$ cat src/rtl/cc_cdr_pkg.sv
package cc_cdr_pkg;

  typedef enum logic [1:0] {
    FR_IDLE,
    FR_HUNT,
    FR_DATA,
    FR_DONE
  } fr_state_t;

  localparam int START_LEN = 3;
  localparam logic [START_LEN-1:0] START_PATTERN = 3'b001;

endpackage

$ cat src/rtl/cc_cdr_edge.sv
module cc_cdr_edge (
  input  logic clk,
  input  logic rst,
  input  logic sliced,
  output logic rise
);

  logic sl_q;

  always_ff @(posedge clk) begin
    if (rst) sl_q <= 1'b0;
    else     sl_q <= sliced;
  end

  assign rise = sliced & ~sl_q;

endmodule

$ cat src/rtl/cc_cdr_phase.sv
module cc_cdr_phase #(
  parameter int BIT_CLKS = 24,
  parameter int AVG_LOG2 = 2
) (
  input  logic clk,
  input  logic rst,
  input  logic rise,
  input  logic line_gate,
  input  logic video_change,
  output logic locked,
  output logic mid_tick
);

  localparam int CW    = $clog2(BIT_CLKS);
  localparam int HALF  = BIT_CLKS / 2;
  localparam int AVG_N = 1 << AVG_LOG2;
  localparam int EW    = $clog2(AVG_N + 1);
  localparam int SW    = CW + AVG_LOG2 + 3;
  localparam logic signed [SW-1:0] PERIOD_S = SW'(BIT_CLKS);
  localparam logic signed [SW-1:0] ONE_S    = SW'(1);

  logic [CW-1:0] cnt, cnt_inc;
  logic [EW-1:0] ecnt;
  logic          lock_q;
  logic signed [SW-1:0] cnt_s, err, sum_q, sum_n, avg, adj;

  assign cnt_s   = $signed({{(SW-CW){1'b0}}, cnt});
  assign cnt_inc = (cnt == CW'(BIT_CLKS - 1)) ? '0 : cnt + CW'(1);

  // Signed offset of the current edge from the nominal transition phase,
  // folded into one bit period, then the running average and the new phase.
  always_comb begin
    err   = (cnt < CW'(HALF)) ? cnt_s : cnt_s - PERIOD_S;
    sum_n = sum_q + err;
    avg   = sum_n >>> AVG_LOG2;
    adj   = cnt_s + ONE_S - avg;
    if (adj >= PERIOD_S)
      adj = adj - PERIOD_S;
    else if (adj < 0)
      adj = adj + PERIOD_S;
  end

  always_ff @(posedge clk) begin
    if (rst) begin
      cnt    <= '0;
      ecnt   <= '0;
      sum_q  <= '0;
      lock_q <= 1'b0;
    end else begin
      cnt <= cnt_inc;
      if (video_change) begin
        lock_q <= 1'b0;
        ecnt   <= '0;
        sum_q  <= '0;
      end else if (!lock_q) begin
        if (!line_gate) begin
          ecnt  <= '0;
          sum_q <= '0;
        end else if (rise) begin
          if (ecnt == '0) begin
            cnt   <= CW'(1);
            ecnt  <= EW'(1);
            sum_q <= '0;
          end else if (ecnt == EW'(AVG_N)) begin
            cnt    <= CW'(adj);
            lock_q <= 1'b1;
            ecnt   <= '0;
            sum_q  <= '0;
          end else begin
            sum_q <= sum_n;
            ecnt  <= ecnt + EW'(1);
          end
        end
      end
    end
  end

  assign locked   = lock_q;
  assign mid_tick = lock_q & (cnt == CW'(HALF));

endmodule

$ cat src/rtl/cc_cdr_framer.sv
module cc_cdr_framer
  import cc_cdr_pkg::*;
#(
  parameter int DATA_BITS      = 7,
  parameter int BYTES_PER_LINE = 2,
  parameter int START_WINDOW   = 16
) (
  input  logic                 clk,
  input  logic                 rst,
  input  logic                 bit_in,
  input  logic                 tick,
  input  logic                 line_gate,
  output logic [DATA_BITS-1:0] byte_data,
  output logic                 byte_valid,
  output logic                 parity_error,
  output logic [((BYTES_PER_LINE > 1) ? $clog2(BYTES_PER_LINE) : 1)-1:0] byte_index
);

  localparam int FRAME_BITS = DATA_BITS + 1;
  localparam int BW = $clog2(FRAME_BITS);
  localparam int WW = $clog2(START_WINDOW + 1);
  localparam int IW = (BYTES_PER_LINE > 1) ? $clog2(BYTES_PER_LINE) : 1;

  fr_state_t              state;
  logic [START_LEN-1:0]   sh, sh_n;
  logic [WW-1:0]          win;
  logic [BW-1:0]          bitcnt;
  logic [IW-1:0]          bytecnt;
  logic [FRAME_BITS-1:0]  frame_q, frame_n;

  assign sh_n    = {sh[START_LEN-2:0], bit_in};
  assign frame_n = {bit_in, frame_q[FRAME_BITS-1:1]};

  always_ff @(posedge clk) begin
    if (rst) begin
      state        <= FR_IDLE;
      sh           <= '1;
      win          <= '0;
      bitcnt       <= '0;
      bytecnt      <= '0;
      frame_q      <= '0;
      byte_data    <= '0;
      byte_valid   <= 1'b0;
      parity_error <= 1'b0;
      byte_index   <= '0;
    end else begin
      byte_valid   <= 1'b0;
      parity_error <= 1'b0;
      if (!line_gate) begin
        state <= FR_IDLE;
      end else begin
        case (state)
          FR_IDLE: begin
            state   <= FR_HUNT;
            sh      <= '1;
            win     <= '0;
            bitcnt  <= '0;
            bytecnt <= '0;
          end
          FR_HUNT: begin
            if (tick) begin
              sh  <= sh_n;
              win <= win + WW'(1);
              if (sh_n == START_PATTERN) begin
                state  <= FR_DATA;
                bitcnt <= '0;
              end else if (win == WW'(START_WINDOW - 1)) begin
                state <= FR_DONE;
              end
            end
          end
          FR_DATA: begin
            if (tick) begin
              frame_q <= frame_n;
              if (bitcnt == BW'(FRAME_BITS - 1)) begin
                byte_data    <= frame_n[DATA_BITS-1:0];
                parity_error <= ~(^frame_n);
                byte_valid   <= 1'b1;
                byte_index   <= bytecnt;
                bitcnt       <= '0;
                if (bytecnt == IW'(BYTES_PER_LINE - 1))
                  state <= FR_DONE;
                else
                  bytecnt <= bytecnt + IW'(1);
              end else begin
                bitcnt <= bitcnt + BW'(1);
              end
            end
          end
          default: state <= FR_DONE;
        endcase
      end
    end
  end

endmodule

$ cat src/rtl/cc_caption_cdr.sv
module cc_caption_cdr #(
  parameter int BIT_CLKS       = 24,
  parameter int AVG_LOG2       = 2,
  parameter int DATA_BITS      = 7,
  parameter int BYTES_PER_LINE = 2,
  parameter int START_WINDOW   = 16
) (
  input  logic                 clk,
  input  logic                 rst,
  input  logic                 sliced,
  input  logic                 line_gate,
  input  logic                 video_change,
  output logic                 locked,
  output logic [DATA_BITS-1:0] byte_data,
  output logic                 byte_valid,
  output logic                 parity_error,
  output logic [((BYTES_PER_LINE > 1) ? $clog2(BYTES_PER_LINE) : 1)-1:0] byte_index
);

  logic rise;
  logic mid_tick;

  cc_cdr_edge u_edge (
    .clk    (clk),
    .rst    (rst),
    .sliced (sliced),
    .rise   (rise)
  );

  cc_cdr_phase #(
    .BIT_CLKS (BIT_CLKS),
    .AVG_LOG2 (AVG_LOG2)
  ) u_phase (
    .clk          (clk),
    .rst          (rst),
    .rise         (rise),
    .line_gate    (line_gate),
    .video_change (video_change),
    .locked       (locked),
    .mid_tick     (mid_tick)
  );

  cc_cdr_framer #(
    .DATA_BITS      (DATA_BITS),
    .BYTES_PER_LINE (BYTES_PER_LINE),
    .START_WINDOW   (START_WINDOW)
  ) u_framer (
    .clk          (clk),
    .rst          (rst),
    .bit_in       (sliced),
    .tick         (mid_tick),
    .line_gate    (line_gate),
    .byte_data    (byte_data),
    .byte_valid   (byte_valid),
    .parity_error (parity_error),
    .byte_index   (byte_index)
  );

endmodule

$ cat config.mk
export PLATFORM = sky130hd
export DESIGN_NAME = cc_caption_cdr
export DESIGN_NICKNAME = d
export VERILOG_FILES = /design/src/rtl/cc_cdr_pkg.sv /design/src/rtl/cc_cdr_edge.sv /design/src/rtl/cc_cdr_phase.sv /design/src/rtl/cc_cdr_framer.sv /design/src/rtl/cc_caption_cdr.sv
export SDC_FILE = /design/constraint.sdc
export NUM_CORES = 1
export LEC_CHECK = 0
export BUFFER_PORTS_ARGS = -buffer_cell sky130_fd_sc_hd__buf_4
export CORE_ASPECT_RATIO = 1.2
export CORE_MARGIN = 2
export CORE_UTILIZATION = 43
export CTS_CLUSTER_SIZE = 30
export DETAILED_ROUTE_END_ITERATION = 8
export PLACE_DENSITY = 0.68
export SETUP_SLACK_MARGIN = 0.15
export SKIP_LAST_GASP = 1
export SLEW_MARGIN = 5
export SYNTH_ARGS = -nofsm -noshare
export SYNTH_HDL_FRONTEND = slang
export SYNTH_SLANG_ARGS = --single-unit
$ cat constraint.sdc
create_clock -name clk -period 7.2 [get_ports clk]
set_input_delay 0.36 -clock clk [delete_from_list [all_inputs] [get_ports clk]]
set_output_delay 0.36 -clock clk [all_outputs]
set_load 0.005 [all_outputs]
==> flow_metrics.env, run 1 <==
export IMPL_netlist_instances=378
export IMPL_die_h_um=98.1
export IMPL_synth_fp_nets=411
export IMPL_dpl_cell_count=468
export IMPL_dpl_hpwl_mm=5.20
export IMPL_place_ws_ns=2.46
export IMPL_final_cells=476
export IMPL_nets=418
export IMPL_wl_met1_mm=3.08
export IMPL_synth_compound_area_share_pct=17.7
export IMPL_top_layer="met4"
export IMPL_synth_seq_cells=50
export IMPL_synth_edf_count=0
export IMPL_h_tree_depth=2
export IMPL_arrival_ns=5.01
export IMPL_report_final_slew_viol_count=0
export IMPL_grt_pass1_vias=2667
export IMPL_dr_total_vias=2696
export IMPL_cts_root_buf="clkbuf_8"
export IMPL_tightestPinTransition_ns=0.715
export IMPL_worstPathRequired_ns=7.40
export IMPL_grt_antenna_before_repair=0
export IMPL_finalCriticalPeriod_ns=4.82
export IMPL_critPathCaptureType="flop"
export IMPL_port_buffers=15
export IMPL_setup_reg_to_reg_worst_slack_ns=2.38
export IMPL_area_growth_synth_to_final_pct=7.69
export IMPL_crit_type="flop to flop"
export IMPL_dr_wl_met2_mm=3.44
export IMPL_drive_above_1_share_pct=9.07
export IMPL_fill_cells=702
export IMPL_clock_skew_ns=0.00854
export IMPL_grt_pass1_wl_mm=11.9
export IMPL_io_pins=16
export IMPL_async_flop_share_pct=0
export IMPL_synth_simple_gate_area_share_pct=22.3
export IMPL_ys_flop_type="dfxtp_1"
export IMPL_post_drt_wl_per_cell_um=14.5
export IMPL_fmax_mhz=208
export IMPL_place_congestion=0.874
export IMPL_clock_sinks=50
export IMPL_start_kind="flop"
export IMPL_finalHoldViolations=0
export IMPL_die_area_um2=8080
export IMPL_seq_area_frac_synth_pct=31.5
export IMPL_synthAdderAreaFrac_pct=11.5
export IMPL_synth_warnings=0
export IMPL_drv_cap=0
export IMPL_numCtsBuffers=5
export IMPL_period_share_pct=66.9
export IMPL_drt_iter0_drc=107
export IMPL_crit_path_max_fanout=8
export IMPL_p_per_area_nw_per_um2=155
export IMPL_grt_overflow=0
export IMPL_synth_area_mux_share_pct=5.40
export IMPL_synth_top_family_by_area="simple AND/OR/NAND/NOR gates"
export IMPL_fp_row_count=34
export IMPL_synth_xor_area_share_pct=7.29
export IMPL_ctsResizeCount=0
export IMPL_maxSlewHeadroom_pct=52.1
export IMPL_antennaDiodeCount=0
export IMPL_drt_pre_antenna_iters=6
export IMPL_final_setup_viol_count=0
export IMPL_timing_final_ws_setup_ns=2.38
export IMPL_rsz0062_at_grt="false"
export IMPL_peakVddDrop_v=0.000130
export IMPL_ant_nets=0
export IMPL_status="complete, no violations"
export IMPL_tritoncts="done"
export IMPL_viasPerCell=5.66
export IMPL_grt_max_degree=39
export IMPL_wl_met3_um=234
export IMPL_leakagePower_nw=1.52
export IMPL_fin_tns_setup_ns=0
export IMPL_grt_usage_pct=18.3
export IMPL_hold_path_class="input pin to flop"
export IMPL_clk_pin_slew_worst_paths_ns=0.10
export IMPL_drc_errors=0
export IMPL_coreArea_um2=7190
export IMPL_holdBufCountCts=0
export IMPL_cts_setup_buffers=0
export IMPL_totalWireLength_mm=6.90
export IMPL_cts_buffer_depth=2
export IMPL_syn_area_um2=3170
export IMPL_insertion_delay_ns=0.31
export IMPL_ys_types=56
export IMPL_initial_core_util_pct=44.1
export IMPL_syn_avg_cell_area_um2=8.39
export IMPL_fp_dieW_um=82.4
-- cell type report --
class / instances / area (µm²) / area share [%]
inverters: 17 / 63.8 / 1.87
clock buffers: 5 / 68.8 / 2.01
repair buffers: 15 / 113 / 3.30
flip-flops and latches: 50 / 1000 / 29.3
multi-input cells: 296 / 2040 / 59.6
well taps: 90 / 113 / 3.30
clock inverters: 3 / 22.5 / 0.659
-- final timing paths --
check,to,from,cells after the start
worst max-delay path,u_phase.cnt[3]$_SDFF_PP0_,u_phase.cnt[4]$_SDFF_PP0_,18
worst min-delay path,u_edge.sl_q$_SDFF_PP0_,sliced,2
worst max register to register,u_phase.cnt[3]$_SDFF_PP0_,u_phase.cnt[4]$_SDFF_PP0_,18
worst min register to register,u_phase.sum_q[5]$_SDFFE_PP0P_,u_phase.sum_q[5]$_SDFFE_PP0P_,2
-- cell families (layout without fill, tap and decap cells) --
family / count (synthesis) / after routing
muxes: 17 / 17
xor gates and xnor gates: 24 / 24
DFF: 50 / 50
buffers and inverters: 32 / 40
and+or+nand+nor: 144 / 144
AOI/OAI and AO/OA: 83 / 83
adders and majority gates: 28 / 28
-- critical path, stage by stage, from the launching register on --
cell and delay (ns):
dfxtp_1 0.41, inv_1 0.11, ha_1 0.20, nand3_1 0.07, o21ai_0 0.26, ha_1 0.51
or3_1 0.14, o211ai_1 0.08, or3b_1 0.52, ha_1 0.38, a21oi_1 0.36, and2_1 0.23
xnor2_1 0.10, ha_1 0.20, a311oi_1 0.19, o21ai_0 0.17, nor4_2 0.37, a2111oi_2 0.12
a211o_1 0.29
-- flip-flops by register name, indices dropped and copies added, names as in the netlist --
register / flops
u_framer.byte_index: 1
u_framer.bytecnt: 1
u_framer.parity_error: 1
u_phase.cnt: 5
u_framer.sh: 2
u_framer.frame_q: 7
u_phase.sum_q: 10
u_framer.byte_valid: 1
u_phase.locked: 1
u_framer.byte_data: 7
u_framer.win: 5
u_framer.bitcnt: 3
u_edge.sl_q: 1
u_phase.ecnt: 3
u_framer.state: 2
-- through the flow --
step	utilization [%]	hold WS, ns	instance area (µm²)	power, W
after CTS	47.5	0.325	3420	0.000536
after global routing	47.5	0.329	3420	0.000560
after global placement	46.3	0.449	3330	0.000359
final	47.5	0.331	3420	0.000531
after detailed placement	46.3	0.450	3330	0.000361
after floorplan	-	0.436	3170	0.000344
-- power by group --
part | internal [W] | switching, W
Clock | 0.0000707 | 0.000105
Sequential | 0.000279 | 0.00000372
Combinational | 0.0000262 | 0.0000470
Total | 0.000376 | 0.000156
-- Yosys cell counts (all sizes together) (5+ instances only) --
cell type	n	area, µm²
nor2	60	225
dfxtp	50	1000
a21oi	27	135
ha	26	325
nand2	22	82.6
inv	17	63.8
mux2i	16	160
o21ai	15	78.8
xnor2	14	123
clkbuf	12	45.0
nand2b	12	75.1
nand3	10	50.1
xor2	9	86.3
a22oi	7	52.6
nor2b	6	37.5
a21o	5	37.5
-- routing by layer --
| metal | up-vias | track usage [%] |
|---|---|---|
| met5 | - | 0 |
| met4 | 0 | 7.56 |
| met3 | 17 | 3.51 |
| met2 | 62 | 30.2 |
| met1 | 1264 | 23.0 |
| li1 | 1353 | - |
-- cell usage in the layout (no fill, tap or decap), types with 2 or more instances in the layout --
cell type  synthesis  routed
a31oi_1            2       2
o31a_1             2       2
buf_4              0      15
inv_6              0       2
ha_1              26      26
nor4_1             3       3
nand3_1           10      10
mux2i_1           16      16
a211oi_1           3       3
inv_1             17      17
nand2b_1          12      12
nand2_1           22      22
nor2b_1            6       6
or3_1              3       3
and4_1             2       2
o21ai_0           13      13
nor3b_1            3       3
nor3_1             3       3
and2_1             3       3
and3_1             4       4
nand4_1            4       4
nor2_1            60      60
fa_1               2       2
dfxtp_1           50      50
o22ai_1            4       4
xnor2_1           14      14
a41oi_1            2       2
nand4b_1           2       2
clkbuf_8           0       5
o211ai_1           2       2
xor2_1             8       8
or2_2              3       3
a21oi_1           27      27
a221oi_1           3       3
a22oi_1            7       7
a21o_1             5       5
Power figures use the tool's default switching activity.
==> run 2: changes to the inputs <==
Clock period 7.2 ns to 4.71 ns, I/O delays scaled along.
==> flow_metrics.env, run 2 (synthesized netlist as in run 1, its figures left out) <==
export IMPL_clock_skew_ns=0.00414
export IMPL_insertion_delay_ns=0.30
export IMPL_clk_pin_slew_worst_paths_ns=0.09
export IMPL_ant_nets=0
export IMPL_grt_usage_pct=17.8
export IMPL_nets=422
export IMPL_initial_core_util_pct=44.1
export IMPL_cts_root_buf="clkbuf_8"
export IMPL_port_buffers=15
export IMPL_max_stage_delay_ns=0.42
export IMPL_fp_dieW_um=82.4
export IMPL_reg_top3="u_phase.sum_q (10), u_framer.byte_data (7), u_framer.frame_q (7)"
export IMPL_top_register="u_phase.sum_q"
export IMPL_h_tree_depth=2
export IMPL_cts_buffer_depth=2
export IMPL_tritoncts="done"
export IMPL_fmax_mhz=233
export IMPL_clock_sinks=50
export IMPL_coreArea_um2=7190
export IMPL_grt_max_degree=39
export IMPL_drv_cap=0
export IMPL_arrival_ns=4.50
export IMPL_numCtsBuffers=5
export IMPL_crit_path_max_fanout=7
export IMPL_dpl_hpwl_mm=5.08
export IMPL_post_drt_wl_per_cell_um=14.1
export IMPL_worstPathRequired_ns=4.91
export IMPL_crit_type="flop to flop"
export IMPL_drt_iter0_drc=101
export IMPL_p_per_area_nw_per_um2=231
export IMPL_fin_tns_setup_ns=0
export IMPL_path_depth=19
export IMPL_crit_path_frequent_cell="ha_1"
export IMPL_reg2reg_depth=19
export IMPL_grt_overflow=0
export IMPL_grt_antenna_before_repair=0
export IMPL_fill_cells=683
export IMPL_drt_pre_antenna_iters=4
export IMPL_place_congestion=0.895
export IMPL_hold_path_class="input pin to flop"
export IMPL_final_setup_viol_count=0
export IMPL_dr_total_vias=2670
export IMPL_io_pins=16
export IMPL_report_final_slew_viol_count=0
export IMPL_peakVddDrop_v=0.000174
export IMPL_path_delay_family="simple AND/OR/NAND/NOR gates"
export IMPL_die_area_um2=8080
export IMPL_area_growth_synth_to_final_pct=10.4
export IMPL_cp_cell_sequence="inv_1, ha_1, a21oi_2, nor2_1, ha_1, and3_1, nand3_1, or3b_1, ha_4, a21oi_4, and2_1, xnor2_1, ha_1, a311oi_1, o21ai_1, nor4_2, buf_4, a2111oi_2, a211o_1"
export IMPL_final_common_cell="nor2_1"
export IMPL_tightestPinTransition_ns=0.640
export IMPL_maxSlewHeadroom_pct=57.2
export IMPL_period_share_pct=91.3
export IMPL_holdBufCountCts=0
export IMPL_multi_input_area_um2=2090
export IMPL_leakagePower_nw=1.55
export IMPL_start_kind="flop"
export IMPL_antennaDiodeCount=0
export IMPL_rsz0062_at_grt="false"
export IMPL_viasPerCell=5.56
export IMPL_final_core_util_pct=48.7
export IMPL_crit_buf_inv=2
export IMPL_totalWireLength_mm=6.74
export IMPL_critPathCaptureType="flop"
export IMPL_largest_register_ffs=10
export IMPL_regArea_um2=1000
export IMPL_die_h_um=98.1
export IMPL_drive_above_1_share_pct=12.1
export IMPL_grt_pass1_wl_mm=11.5
export IMPL_drc_errors=0
export IMPL_status="complete, no violations"
export IMPL_fp_row_count=34
export IMPL_final_cell_mix="nor2_1, dfxtp_1, a21oi_1, ha_1, nand2_1"
export IMPL_finalCriticalPeriod_ns=4.30
export IMPL_whs_path_depth=2
export IMPL_grt_pass1_vias=2541
export IMPL_finalHoldViolations=0
export IMPL_crit_path_top_delay_cell="or3b_1"
[run 2: cell types whose count changed in the layout (fill, tap and decap cells not counted), moves of 2 or more]
cell / previous run / this run
ha_1: 26 / 24
a21oi_2: 0 / 2
a21oi_1: 27 / 24
buf_4: 15 / 19
ha_4: 0 / 2
[run 2: timing repair]
action	4_1_cts	5_1_grt
endpoints found under the setup margin	1	2
gates resized for setup	1	10
pin swaps	0	1
setup buffers	0	1
[run 2: power by group]
group / total (W) / leakage (nW) / internal (W) / switching [W]
Combinational: 0.000118 / 1.10 / 0.0000454 / 0.0000722
Sequential: 0.000432 / 0.404 / 0.000426 / 0.00000602
Clock: 0.000259 / 0.0489 / 0.000108 / 0.000152
Total: 0.000809 / 1.55 / 0.000579 / 0.000230
[run 2: routing by layer]
layer	up-vias	routed length, µm	GRT usage [%]
met5	-	0	0
met4	0	133	5.38
met3	13	148	3.70
met2	31	3460	29.8
met1	1260	3000	22.5
li1	1366	-	-
[run 2: cell type report]
| type | count | share of cell area [%] |
|---|---|---|
| multi-input cells | 296 | 59.7 |
| flip-flops and latches | 50 | 28.6 |
| repair buffers | 19 | 4.07 |
| well taps | 90 | 3.21 |
| clock buffers | 5 | 1.96 |
| inverters | 17 | 1.82 |
| clock inverters | 3 | 0.643 |
[run 2: final timing paths]
check	slack [ns]	to	from
max	0.41	u_phase.cnt[3]$_SDFF_PP0_	u_phase.cnt[4]$_SDFF_PP0_
min	0.20	u_edge.sl_q$_SDFF_PP0_	sliced
max reg2reg	0.41	u_phase.cnt[3]$_SDFF_PP0_	u_phase.cnt[4]$_SDFF_PP0_
min reg2reg	0.47	u_phase.sum_q[5]$_SDFFE_PP0P_	u_phase.sum_q[5]$_SDFFE_PP0P_
[run 2: stage by stage]
step	hold slack, ns	total power [W]	std cells	cell area (µm²)	worst slack, ns
after floorplan	0.364	0.000525	378	3170	0.417
after global placement	0.450	0.000549	471	3350	0.344
after detailed placement	0.454	0.000550	471	3350	0.134
after CTS	0.190	0.000812	479	3440	0.215
after global routing	0.205	0.000850	480	3500	0.129
final	0.203	0.000809	480	3500	0.412
